==> src/rtl/dct8_pkg.sv <==
package dct8_pkg;

    localparam int LANES  = 8;
    localparam int ROT_N  = 9;          // values carried past the multiply rank
    localparam int COEF_W = 16;
    localparam int FRAC_W = 14;
    localparam int WIDE_W = 32;
    localparam int PROD_W = WIDE_W + COEF_W;

    // Flow-graph constants, Q1.14
    localparam logic signed [COEF_W-1:0] K_HALF_ROOT2 = 16'sd11585; // 0.707107
    localparam logic signed [COEF_W-1:0] K_ROT_A      = 16'sd8867;  // 0.541196
    localparam logic signed [COEF_W-1:0] K_ROT_B      = 16'sd21407; // 1.306563
    localparam logic signed [COEF_W-1:0] K_ROT_C      = 16'sd6270;  // 0.382683

    // Coefficient index carried on each raw flow-graph line
    function automatic int raw_coef(input int lane);
        case (lane)
            0:       return 0;
            1:       return 4;
            2:       return 6;
            3:       return 2;
            4:       return 7;
            5:       return 1;
            6:       return 5;
            default: return 3;
        endcase
    endfunction

    // Raw line that carries a given coefficient
    function automatic int raw_lane_of(input int coef);
        case (coef)
            0:       return 0;
            1:       return 5;
            2:       return 3;
            3:       return 7;
            4:       return 1;
            5:       return 6;
            6:       return 2;
            default: return 4;
        endcase
    endfunction

    // Per-coefficient gain that removes the factored graph's scaling, Q1.14
    function automatic logic signed [COEF_W-1:0] descale_gain(input int coef);
        case (coef)
            0:       return 16'sd5793;   // 1/sqrt(8)
            1:       return 16'sd4176;
            2:       return 16'sd4433;
            3:       return 16'sd4926;
            4:       return 16'sd5793;
            5:       return 16'sd7373;
            6:       return 16'sd10703;
            default: return 16'sd20995;
        endcase
    endfunction

    // Signed multiply by a Q1.14 constant, rounded to nearest
    function automatic logic signed [WIDE_W-1:0] qmul(input logic signed [WIDE_W-1:0] v,
                                                      input logic signed [COEF_W-1:0] c);
        logic signed [PROD_W-1:0] p;
        p = PROD_W'(v) * PROD_W'(c);
        p = p + (PROD_W'(1) <<< (FRAC_W - 1));
        return p[FRAC_W +: WIDE_W];
    endfunction

endpackage

==> src/rtl/dct8_front.sv <==
module dct8_front import dct8_pkg::*; #(
    parameter int IN_W  = 12,
    parameter int INT_W = 20
) (
    input  logic                    clk,
    input  logic                    rst_n,
    input  logic                    in_valid,
    input  logic                    in_mode,
    input  logic signed [IN_W-1:0]  x [LANES],
    output logic                    b_valid,
    output logic                    b_mode,
    output logic signed [INT_W-1:0] b [LANES]
);
    typedef logic signed [INT_W-1:0] word_t;

    typedef struct packed {
        logic                  a_vld;
        logic                  a_mode;
        word_t [LANES-1:0]     a;
        logic                  b_vld;
        logic                  b_mode;
        word_t [LANES-1:0]     b;
    } front_t;

    front_t st_d, st_q;
    word_t  in_sum;

    always_comb begin
        st_d        = st_q;
        // rank A: mirror butterflies, sums low, differences high (reversed)
        st_d.a_vld  = in_valid;
        st_d.a_mode = in_mode;
        for (int i = 0; i < LANES/2; i++) begin
            st_d.a[i]         = word_t'(x[i]) + word_t'(x[LANES-1-i]);
            st_d.a[LANES-1-i] = word_t'(x[i]) - word_t'(x[LANES-1-i]);
        end
        // rank B: even half butterflies, odd half adjacent sums
        st_d.b_vld  = st_q.a_vld;
        st_d.b_mode = st_q.a_mode;
        st_d.b[0]   = st_q.a[0] + st_q.a[3];
        st_d.b[1]   = st_q.a[1] + st_q.a[2];
        st_d.b[2]   = st_q.a[1] - st_q.a[2];
        st_d.b[3]   = st_q.a[0] - st_q.a[3];
        st_d.b[4]   = st_q.a[4] + st_q.a[5];
        st_d.b[5]   = st_q.a[5] + st_q.a[6];
        st_d.b[6]   = st_q.a[6] + st_q.a[7];
        st_d.b[7]   = st_q.a[7];
    end

    always_comb begin
        in_sum = '0;
        for (int i = 0; i < LANES; i++) in_sum = in_sum + word_t'(x[i]);
    end

    always_ff @(posedge clk or negedge rst_n) begin
        if (!rst_n) st_q <= '0;
        else        st_q <= st_d;
    end

    assign b_valid = st_q.b_vld;
    assign b_mode  = st_q.b_mode;
    for (genvar g = 0; g < LANES; g++) begin : g_out
        assign b[g] = st_q.b[g];
    end

    // valid advances one rank per clock
    assert_valid_step_R1: assert property (@(posedge clk) disable iff (!rst_n)
        st_q.b_vld == $past(st_q.a_vld));

    // the sum half of rank A preserves the total of the inputs
    assert_rank_a_sum_R2: assert property (@(posedge clk) disable iff (!rst_n)
        st_q.a_vld |-> (st_q.a[0] + st_q.a[1] + st_q.a[2] + st_q.a[3]) == $past(in_sum));

endmodule

==> src/rtl/dct8_rotate.sv <==
module dct8_rotate import dct8_pkg::*; #(
    parameter int INT_W = 20
) (
    input  logic                    clk,
    input  logic                    rst_n,
    input  logic                    b_valid,
    input  logic                    b_mode,
    input  logic signed [INT_W-1:0] b [LANES],
    output logic                    c_valid,
    output logic                    c_mode,
    output logic signed [INT_W-1:0] c [ROT_N]
);
    typedef logic signed [INT_W-1:0] word_t;

    typedef struct packed {
        logic              vld;
        logic              mode;
        word_t [ROT_N-1:0] c;
    } rot_t;

    rot_t st_d, st_q;

    function automatic word_t mulk(input word_t v, input logic signed [COEF_W-1:0] k);
        return word_t'(qmul(WIDE_W'(v), k));
    endfunction

    // c: 0 even sum, 1 even sum', 2 even diff, 3 even rotation,
    //    4 odd pass-through, 5 odd centre product, 6..8 odd rotation terms
    always_comb begin
        st_d      = st_q;
        st_d.vld  = b_valid;
        st_d.mode = b_mode;
        st_d.c[0] = b[0];
        st_d.c[1] = b[1];
        st_d.c[2] = b[3];
        st_d.c[3] = mulk(b[2] + b[3], K_HALF_ROOT2);
        st_d.c[4] = b[7];
        st_d.c[5] = mulk(b[5], K_HALF_ROOT2);
        st_d.c[6] = mulk(b[4], K_ROT_A);
        st_d.c[7] = mulk(b[6], K_ROT_B);
        st_d.c[8] = mulk(b[4] - b[6], K_ROT_C);
    end

    always_ff @(posedge clk or negedge rst_n) begin
        if (!rst_n) st_q <= '0;
        else        st_q <= st_d;
    end

    assign c_valid = st_q.vld;
    assign c_mode  = st_q.mode;
    for (genvar g = 0; g < ROT_N; g++) begin : g_out
        assign c[g] = st_q.c[g];
    end

    // valid advances one rank per clock
    assert_valid_step_R1: assert property (@(posedge clk) disable iff (!rst_n)
        st_q.vld == $past(b_valid));

    // a positive constant keeps the operand's sign
    assert_rotation_sign_R2: assert property (@(posedge clk) disable iff (!rst_n)
        (st_q.vld && $past(b[2] + b[3]) > 0) |-> st_q.c[3] >= 0);

endmodule

==> src/rtl/dct8_merge.sv <==
module dct8_merge import dct8_pkg::*; #(
    parameter int INT_W = 20
) (
    input  logic                    clk,
    input  logic                    rst_n,
    input  logic                    c_valid,
    input  logic                    c_mode,
    input  logic signed [INT_W-1:0] c [ROT_N],
    output logic                    d_valid,
    output logic                    d_mode,
    output logic signed [INT_W-1:0] d [LANES]
);
    typedef logic signed [INT_W-1:0] word_t;

    typedef struct packed {
        logic              vld;
        logic              mode;
        word_t [LANES-1:0] d;
    } merge_t;

    merge_t st_d, st_q;
    word_t  odd_lo, odd_hi, odd_p, odd_m;

    always_comb begin
        odd_lo    = c[6] + c[8];
        odd_hi    = c[7] + c[8];
        odd_p     = c[4] + c[5];
        odd_m     = c[4] - c[5];
        st_d      = st_q;
        st_d.vld  = c_valid;
        st_d.mode = c_mode;
        // raw line order carries coefficients 0,4,6,2,7,1,5,3
        st_d.d[0] = c[0] + c[1];
        st_d.d[1] = c[0] - c[1];
        st_d.d[2] = c[2] - c[3];
        st_d.d[3] = c[2] + c[3];
        st_d.d[4] = odd_p - odd_hi;
        st_d.d[5] = odd_p + odd_hi;
        st_d.d[6] = odd_m + odd_lo;
        st_d.d[7] = odd_m - odd_lo;
    end

    always_ff @(posedge clk or negedge rst_n) begin
        if (!rst_n) st_q <= '0;
        else        st_q <= st_d;
    end

    assign d_valid = st_q.vld;
    assign d_mode  = st_q.mode;
    for (genvar g = 0; g < LANES; g++) begin : g_out
        assign d[g] = st_q.d[g];
    end

    // valid advances one rank per clock
    assert_valid_step_R1: assert property (@(posedge clk) disable iff (!rst_n)
        st_q.vld == $past(c_valid));

    // lines 0/1 form the DC/Nyquist pair of the even sums
    assert_even_pair_R3: assert property (@(posedge clk) disable iff (!rst_n)
        st_q.vld |-> (st_q.d[0] + st_q.d[1]) == ($past(c[0]) <<< 1));

    // lines 3/2 form the pair around the even rotation
    assert_rot_pair_R3: assert property (@(posedge clk) disable iff (!rst_n)
        st_q.vld |-> (st_q.d[3] - st_q.d[2]) == ($past(c[3]) <<< 1));

endmodule

==> src/rtl/dct8_descale.sv <==
module dct8_descale import dct8_pkg::*; #(
    parameter int INT_W = 20,
    parameter int OUT_W = 16
) (
    input  logic                    clk,
    input  logic                    rst_n,
    input  logic                    d_valid,
    input  logic                    d_mode,
    input  logic signed [INT_W-1:0] d [LANES],
    output logic                    y_valid,
    output logic signed [OUT_W-1:0] y [LANES]
);
    typedef logic signed [INT_W-1:0] word_t;
    typedef logic signed [OUT_W-1:0] out_t;

    localparam word_t SAT_HI = word_t'((64'sd1 <<< (OUT_W - 1)) - 64'sd1);
    localparam word_t SAT_LO = word_t'(-(64'sd1 <<< (OUT_W - 1)));

    typedef struct packed {
        logic             vld;
        out_t [LANES-1:0] y;
    } desc_t;

    desc_t st_d, st_q;
    out_t  scaled [LANES];

    function automatic out_t clamp(input word_t v);
        if (v > SAT_HI)      return out_t'(SAT_HI);
        else if (v < SAT_LO) return out_t'(SAT_LO);
        else                 return out_t'(v);
    endfunction

    for (genvar g = 0; g < LANES; g++) begin : g_lane
        localparam logic signed [COEF_W-1:0] GAIN = descale_gain(raw_coef(g));
        word_t prod;
        assign prod      = word_t'(qmul(WIDE_W'(d[g]), GAIN));
        assign scaled[g] = clamp(prod);
    end

    always_comb begin
        st_d     = st_q;
        st_d.vld = d_valid;
        if (d_valid) begin
            for (int s = 0; s < LANES; s++) begin
                st_d.y[s] = d_mode ? scaled[raw_lane_of(s)] : scaled[s];
            end
        end
    end

    always_ff @(posedge clk or negedge rst_n) begin
        if (!rst_n) st_q <= '0;
        else        st_q <= st_d;
    end

    assign y_valid = st_q.vld;
    for (genvar g = 0; g < LANES; g++) begin : g_out
        assign y[g] = st_q.y[g];
    end

    // lanes do not move while no result is being presented
    assert_hold_idle_R6: assert property (@(posedge clk) disable iff (!rst_n)
        !st_q.vld |-> $stable(st_q.y));

    // lane 0 carries the DC term in both orders, sign preserved
    assert_dc_lane_pos_R4: assert property (@(posedge clk) disable iff (!rst_n)
        (st_q.vld && $past(d[0]) > word_t'(2)) |-> st_q.y[0] > 0);

    assert_dc_lane_neg_R4: assert property (@(posedge clk) disable iff (!rst_n)
        (st_q.vld && $past(d[0]) < -word_t'(2)) |-> st_q.y[0] < 0);

endmodule

==> src/rtl/dct8_fast.sv <==
module dct8_fast import dct8_pkg::*; #(
    parameter int IN_W  = 12,
    parameter int INT_W = 20,
    parameter int OUT_W = 16
) (
    input  logic                     clk,
    input  logic                     rst_n,
    input  logic                     in_valid,
    input  logic                     natural_order,
    input  logic [LANES*IN_W-1:0]    in_samples,
    output logic                     out_valid,
    output logic [LANES*OUT_W-1:0]   out_coefs
);
    logic signed [IN_W-1:0]  x_lane [LANES];
    logic signed [INT_W-1:0] b_vec  [LANES];
    logic signed [INT_W-1:0] c_vec  [ROT_N];
    logic signed [INT_W-1:0] d_vec  [LANES];
    logic signed [OUT_W-1:0] y_vec  [LANES];
    logic b_valid, b_mode, c_valid, c_mode, d_valid, d_mode;

    for (genvar g = 0; g < LANES; g++) begin : g_io
        assign x_lane[g]                  = in_samples[g*IN_W +: IN_W];
        assign out_coefs[g*OUT_W +: OUT_W] = y_vec[g];
    end

    dct8_front #(.IN_W(IN_W), .INT_W(INT_W)) u_front (
        .clk(clk), .rst_n(rst_n),
        .in_valid(in_valid), .in_mode(natural_order), .x(x_lane),
        .b_valid(b_valid), .b_mode(b_mode), .b(b_vec)
    );

    dct8_rotate #(.INT_W(INT_W)) u_rotate (
        .clk(clk), .rst_n(rst_n),
        .b_valid(b_valid), .b_mode(b_mode), .b(b_vec),
        .c_valid(c_valid), .c_mode(c_mode), .c(c_vec)
    );

    dct8_merge #(.INT_W(INT_W)) u_merge (
        .clk(clk), .rst_n(rst_n),
        .c_valid(c_valid), .c_mode(c_mode), .c(c_vec),
        .d_valid(d_valid), .d_mode(d_mode), .d(d_vec)
    );

    dct8_descale #(.INT_W(INT_W), .OUT_W(OUT_W)) u_descale (
        .clk(clk), .rst_n(rst_n),
        .d_valid(d_valid), .d_mode(d_mode), .d(d_vec),
        .y_valid(out_valid), .y(y_vec)
    );

endmodule

==> config.mk <==
export PLATFORM = sky130hd
export DESIGN_NAME = dct8_fast
export DESIGN_NICKNAME = d
export VERILOG_FILES = /design/src/rtl/dct8_pkg.sv /design/src/rtl/dct8_front.sv /design/src/rtl/dct8_rotate.sv /design/src/rtl/dct8_merge.sv /design/src/rtl/dct8_descale.sv /design/src/rtl/dct8_fast.sv
export SDC_FILE = /design/constraint.sdc
export NUM_CORES = 2
export LEC_CHECK = 0
export BUFFER_PORTS_ARGS = -buffer_cell sky130_fd_sc_hd__buf_2
export CORE_ASPECT_RATIO = 1.2
export CORE_UTILIZATION = 60
export DETAILED_ROUTE_END_ITERATION = 10
export PLACE_DENSITY = 0.76
export SLEW_MARGIN = 0
export SYNTH_ARGS = -nofsm -noshare
export SYNTH_HDL_FRONTEND = slang
export SYNTH_SLANG_ARGS = --single-unit
==> constraint.sdc <==
create_clock -name clk -period 27.9 [get_ports clk]
set_input_delay 4.185 -clock clk [delete_from_list [all_inputs] [get_ports clk]]
set_output_delay 4.185 -clock clk [all_outputs]
set_load 0.03 [all_outputs]
==> flow_summary_export.csv <==
group,metric,value,unit
sta,slew_headroom,0.216,
detailed_routing,vias,72500,
global_routing,grt.overflow.total,0,
critical_path,cp-end-kind,"register",
clocking,cts.sinks,715,
critical_path,crit_arrival,10.38,ns
placed_design,dpl.hpwl,208000,um
critical_path,timing.rr.start,"u_front.b[60]",
sta,skew,0.0638,ns
detailed_routing,drc,0,
placed_design,placed_cell_area,0.105,sq mm
logic_synthesis,ys_warn_count,0,
sta,tns,0,ns
critical_path,worstPathRequired,28.52,ns
logic_synthesis,yosysSeqAreaShare,0.177,
finish,fillers,13400,
sta,final-setup-viol-count,0,
finish,final_area,0.108,sq mm
global_routing,grt_busiest_layer,"met2",
detailed_routing,wl,241000,um
clocking,h-tree-depth,3,
floorplanning,fp-row-count,164,
clocking,clock_latency,0.74,ns
logic_synthesis,synth_nets,13800,
global_routing,grt_pass1_wl,394000,um
clocking,cts_buffers,81,
logic_synthesis,synth.area.top_cells,"ha_1 25%, fa_1 21%, dfrtp_1 18%, inv_1 9.1%, xnor2_1 4.2%",
global_routing,met1_usage,0.374,
logic_synthesis,yosys.cell_types.count,97,
clocking,clk_pin_slew,0.07,ns
logic_synthesis,synth_area_per_cell,9.53,sq um
detailed_routing,wire_per_inst,18.4,um
finish,nets,14000,
global_routing,use_met3,0.0330,
critical_path,critPathMaxFanout,6,
sta,max_freq,102,MHz
sta,slew_violations,0,
sta,worst_pin_slew,1.15,ns
global_routing,antenna_found_initial,12,
critical_path,max_stage_delay,0.69,ns
logic_synthesis,synth_flop_cell,"dfrtp_1",
global_routing,track_usage,0.290,
clocking,post-cts-setup-buffers,0,
clocking,cts_tree,"yes",
clocking,cts.repair.resized,0,
detailed_routing,drt-initial-drc-count,3922,
global_routing,met2_usage,0.495,
placed_design,portBuffers,228,
floorplanning,die_y,451,um
logic_synthesis,yosysTopAreaCell,"ha_1",
worst_hold_path,min_path_type,"reg2reg",
floorplanning,die_w,376,um
logic_synthesis,synth_seq_cells,715,
clocking,root_buffer,"clkbuf_16",
clocking,ctsHoldBuffers,0,
run,drv_cap,0,
sta,rsz0062_at_grt,"false",
global_routing,grt_pass1_vias,76400,
finish,syn2layout_area_growth,6.59,%
logic_synthesis,syn_area,0.101,sq mm
detailed_routing,vias_per_cell,5.53,
critical_path,crit_start,"u_front.b[60]",
floorplanning,io_pins,229,
logic_synthesis,async_flop_share,1.00,
sta,period_share,0.350,
worst_hold_path,hp-start,"u_front.b[132]",
clocking,clock_path_buffers,3,
finish,drive_gt1_frac,0.0476,
logic_synthesis,synth_top_cell_area_share,0.253,
sta,whs,0.345,ns
global_routing,grt_max_degree,178,
floorplanning,core-area,0.167,sq mm
sta,min_period,9.76,ns
sta,finalHoldViolations,0,
critical_path,path_class,"reg2reg",
logic_synthesis,synth_edf_count,0,
placed_design,gp_congestion,0.953,
floorplanning,initial_utilization,0.605,
critical_path,crit_path_start_kind,"register",
detailed_routing,ant_nets,0,
detailed_routing,dr.pass1.iters,6,
logic_synthesis,synth_cells,10600,
status,outcome,"complete, no violations",
critical_path,cpMostUsedCell,"inv_1",
floorplanning,dieArea,0.170,sq mm
finish,fin_util,0.645,
critical_path,worst_path_max_delay_cell,"nor4bb_1",
[worst paths after layout]
kind / cells after the start / to / slack [ns]
min reg2reg: 0 / u_rotate.c[152] / 0.35
min: 0 / u_rotate.c[152] / 0.35
max reg2reg: 36 / u_rotate.c[18] / 18.14
max: 36 / u_rotate.c[18] / 18.14
max in group asynchronous: 5 / u_front.b[25] / 20.71
min in group asynchronous: 1 / u_merge.d_valid / 3.40
[registers in the layout (all words and copies together) (netlist names)]
signal / cells
u_merge.d: 156
u_merge.d_mode: 1
u_rotate.c_mode: 1
u_rotate.c_valid: 1
u_front.b_valid: 1
u_front.st_d: 14
u_merge.d_valid: 1
u_rotate.c: 172
u_descale.y: 128
u_front.st_q: 88
u_front.b_mode: 1
u_front.b: 150
u_descale.y_valid: 1
[area by class of cell]
| class | instances | area (sq um) | area share |
|---|---|---|---|
| Multi-Input combinational cell | 7291 | 73400 | 0.682 |
| Sequential cell | 715 | 17900 | 0.166 |
| Inverter | 2451 | 9200 | 0.0855 |
| Tap cell | 2241 | 2800 | 0.0261 |
| Clock buffer | 98 | 2180 | 0.0203 |
| Timing Repair Buffer | 261 | 1420 | 0.0132 |
| Clock inverter | 48 | 742 | 0.00689 |
| Antenna cell | 2 | 5.00 | 0.0000465 |
[cells by family (layout without fill, tap and decap cells)]
group                      count (synthesis)  after routing  synth area share
AOI/OAI and AO/OA                       1709           1709             0.112
xor gates and xnor gates                 698            698            0.0607
DFF                                      715            715             0.177
other                                      0              2                 0
adders and majority gates               3116           3116             0.465
and+or+nand+nor                         1724           1724            0.0832
buffers and inverters                   2588           2858            0.0965
muxes                                     44             44           0.00471
[per-layer routing]
| metal | vias to the layer above | routed length (um) |
|---|---|---|
| met5 | - | 40 |
| met2 | 1555 | 115000 |
| met3 | 441 | 11300 |
| li1 | 34900 | - |
| met4 | 6 | 11300 |
| met1 | 35600 | 103000 |
[cell usage after synthesis, types with 46 or more instances]
master	n
a211oi_1	60
a21boi_0	57
a21o_1	139
a21oi_1	505
and3_1	92
clkbuf_1	118
dfrtp_1	715
fa_1	1068
ha_1	2045
inv_1	2449
nand2_1	287
nand2b_1	94
nand3_1	131
nand4_1	55
nor2_1	592
nor2b_1	85
nor3_1	155
o211ai_1	46
o21a_1	77
o21ai_0	305
o21bai_1	86
o31ai_1	53
or3_1	59
xnor2_1	480
xor2_1	217
[metrics by stage]
| stage | setup WS [ns] | cells |
|---|---|---|
| after floorplan | 18.45 | 10600 |
| after global placement | 18.31 | 13000 |
| after detailed placement | 18.21 | 13000 |
| after CTS | 18.17 | 13100 |
| after global routing | 17.50 | 13100 |
| final | 18.14 | 13100 |
[worst max-delay path: cells and delay by family, from the launching register on]
kind / cells / cell delay (ns)
adder cells (fa/ha/maj): 8 / 3.20
AO/OA/AOI/OAI: 9 / 2.50
AND/OR/NAND/NOR: 8 / 1.92
buffers and inverters: 8 / 0.76
flip-flops: 1 / 0.46
XOR/XNOR: 2 / 0.44
multiplexers: 1 / 0.37
[layout by cell type, fill, tap and decap left out, drive strengths merged, types with 23 or more instances in the layout]
master,n
a211o,23
a211oi,63
a21boi,57
a21o,139
a21oi,508
a221oi,37
a31oi,43
and2,37
and3,93
buf,261
clkbuf,98
clkinv,24
dfrtp,715
fa,1068
ha,2045
inv,2460
mux2i,25
nand2,287
nand2b,94
nand3,131
nand4,56
nor2,592
nor2b,85
nor3,156
o211ai,46
o21a,77
o21ai,312
o21bai,86
o31ai,55
or2,37
or3,59
xnor2,480
xor2,217
Power is left out: the tool's default activity adds up to more than one toggle a clock period on the data nets, which glitch-free logic cannot reach.
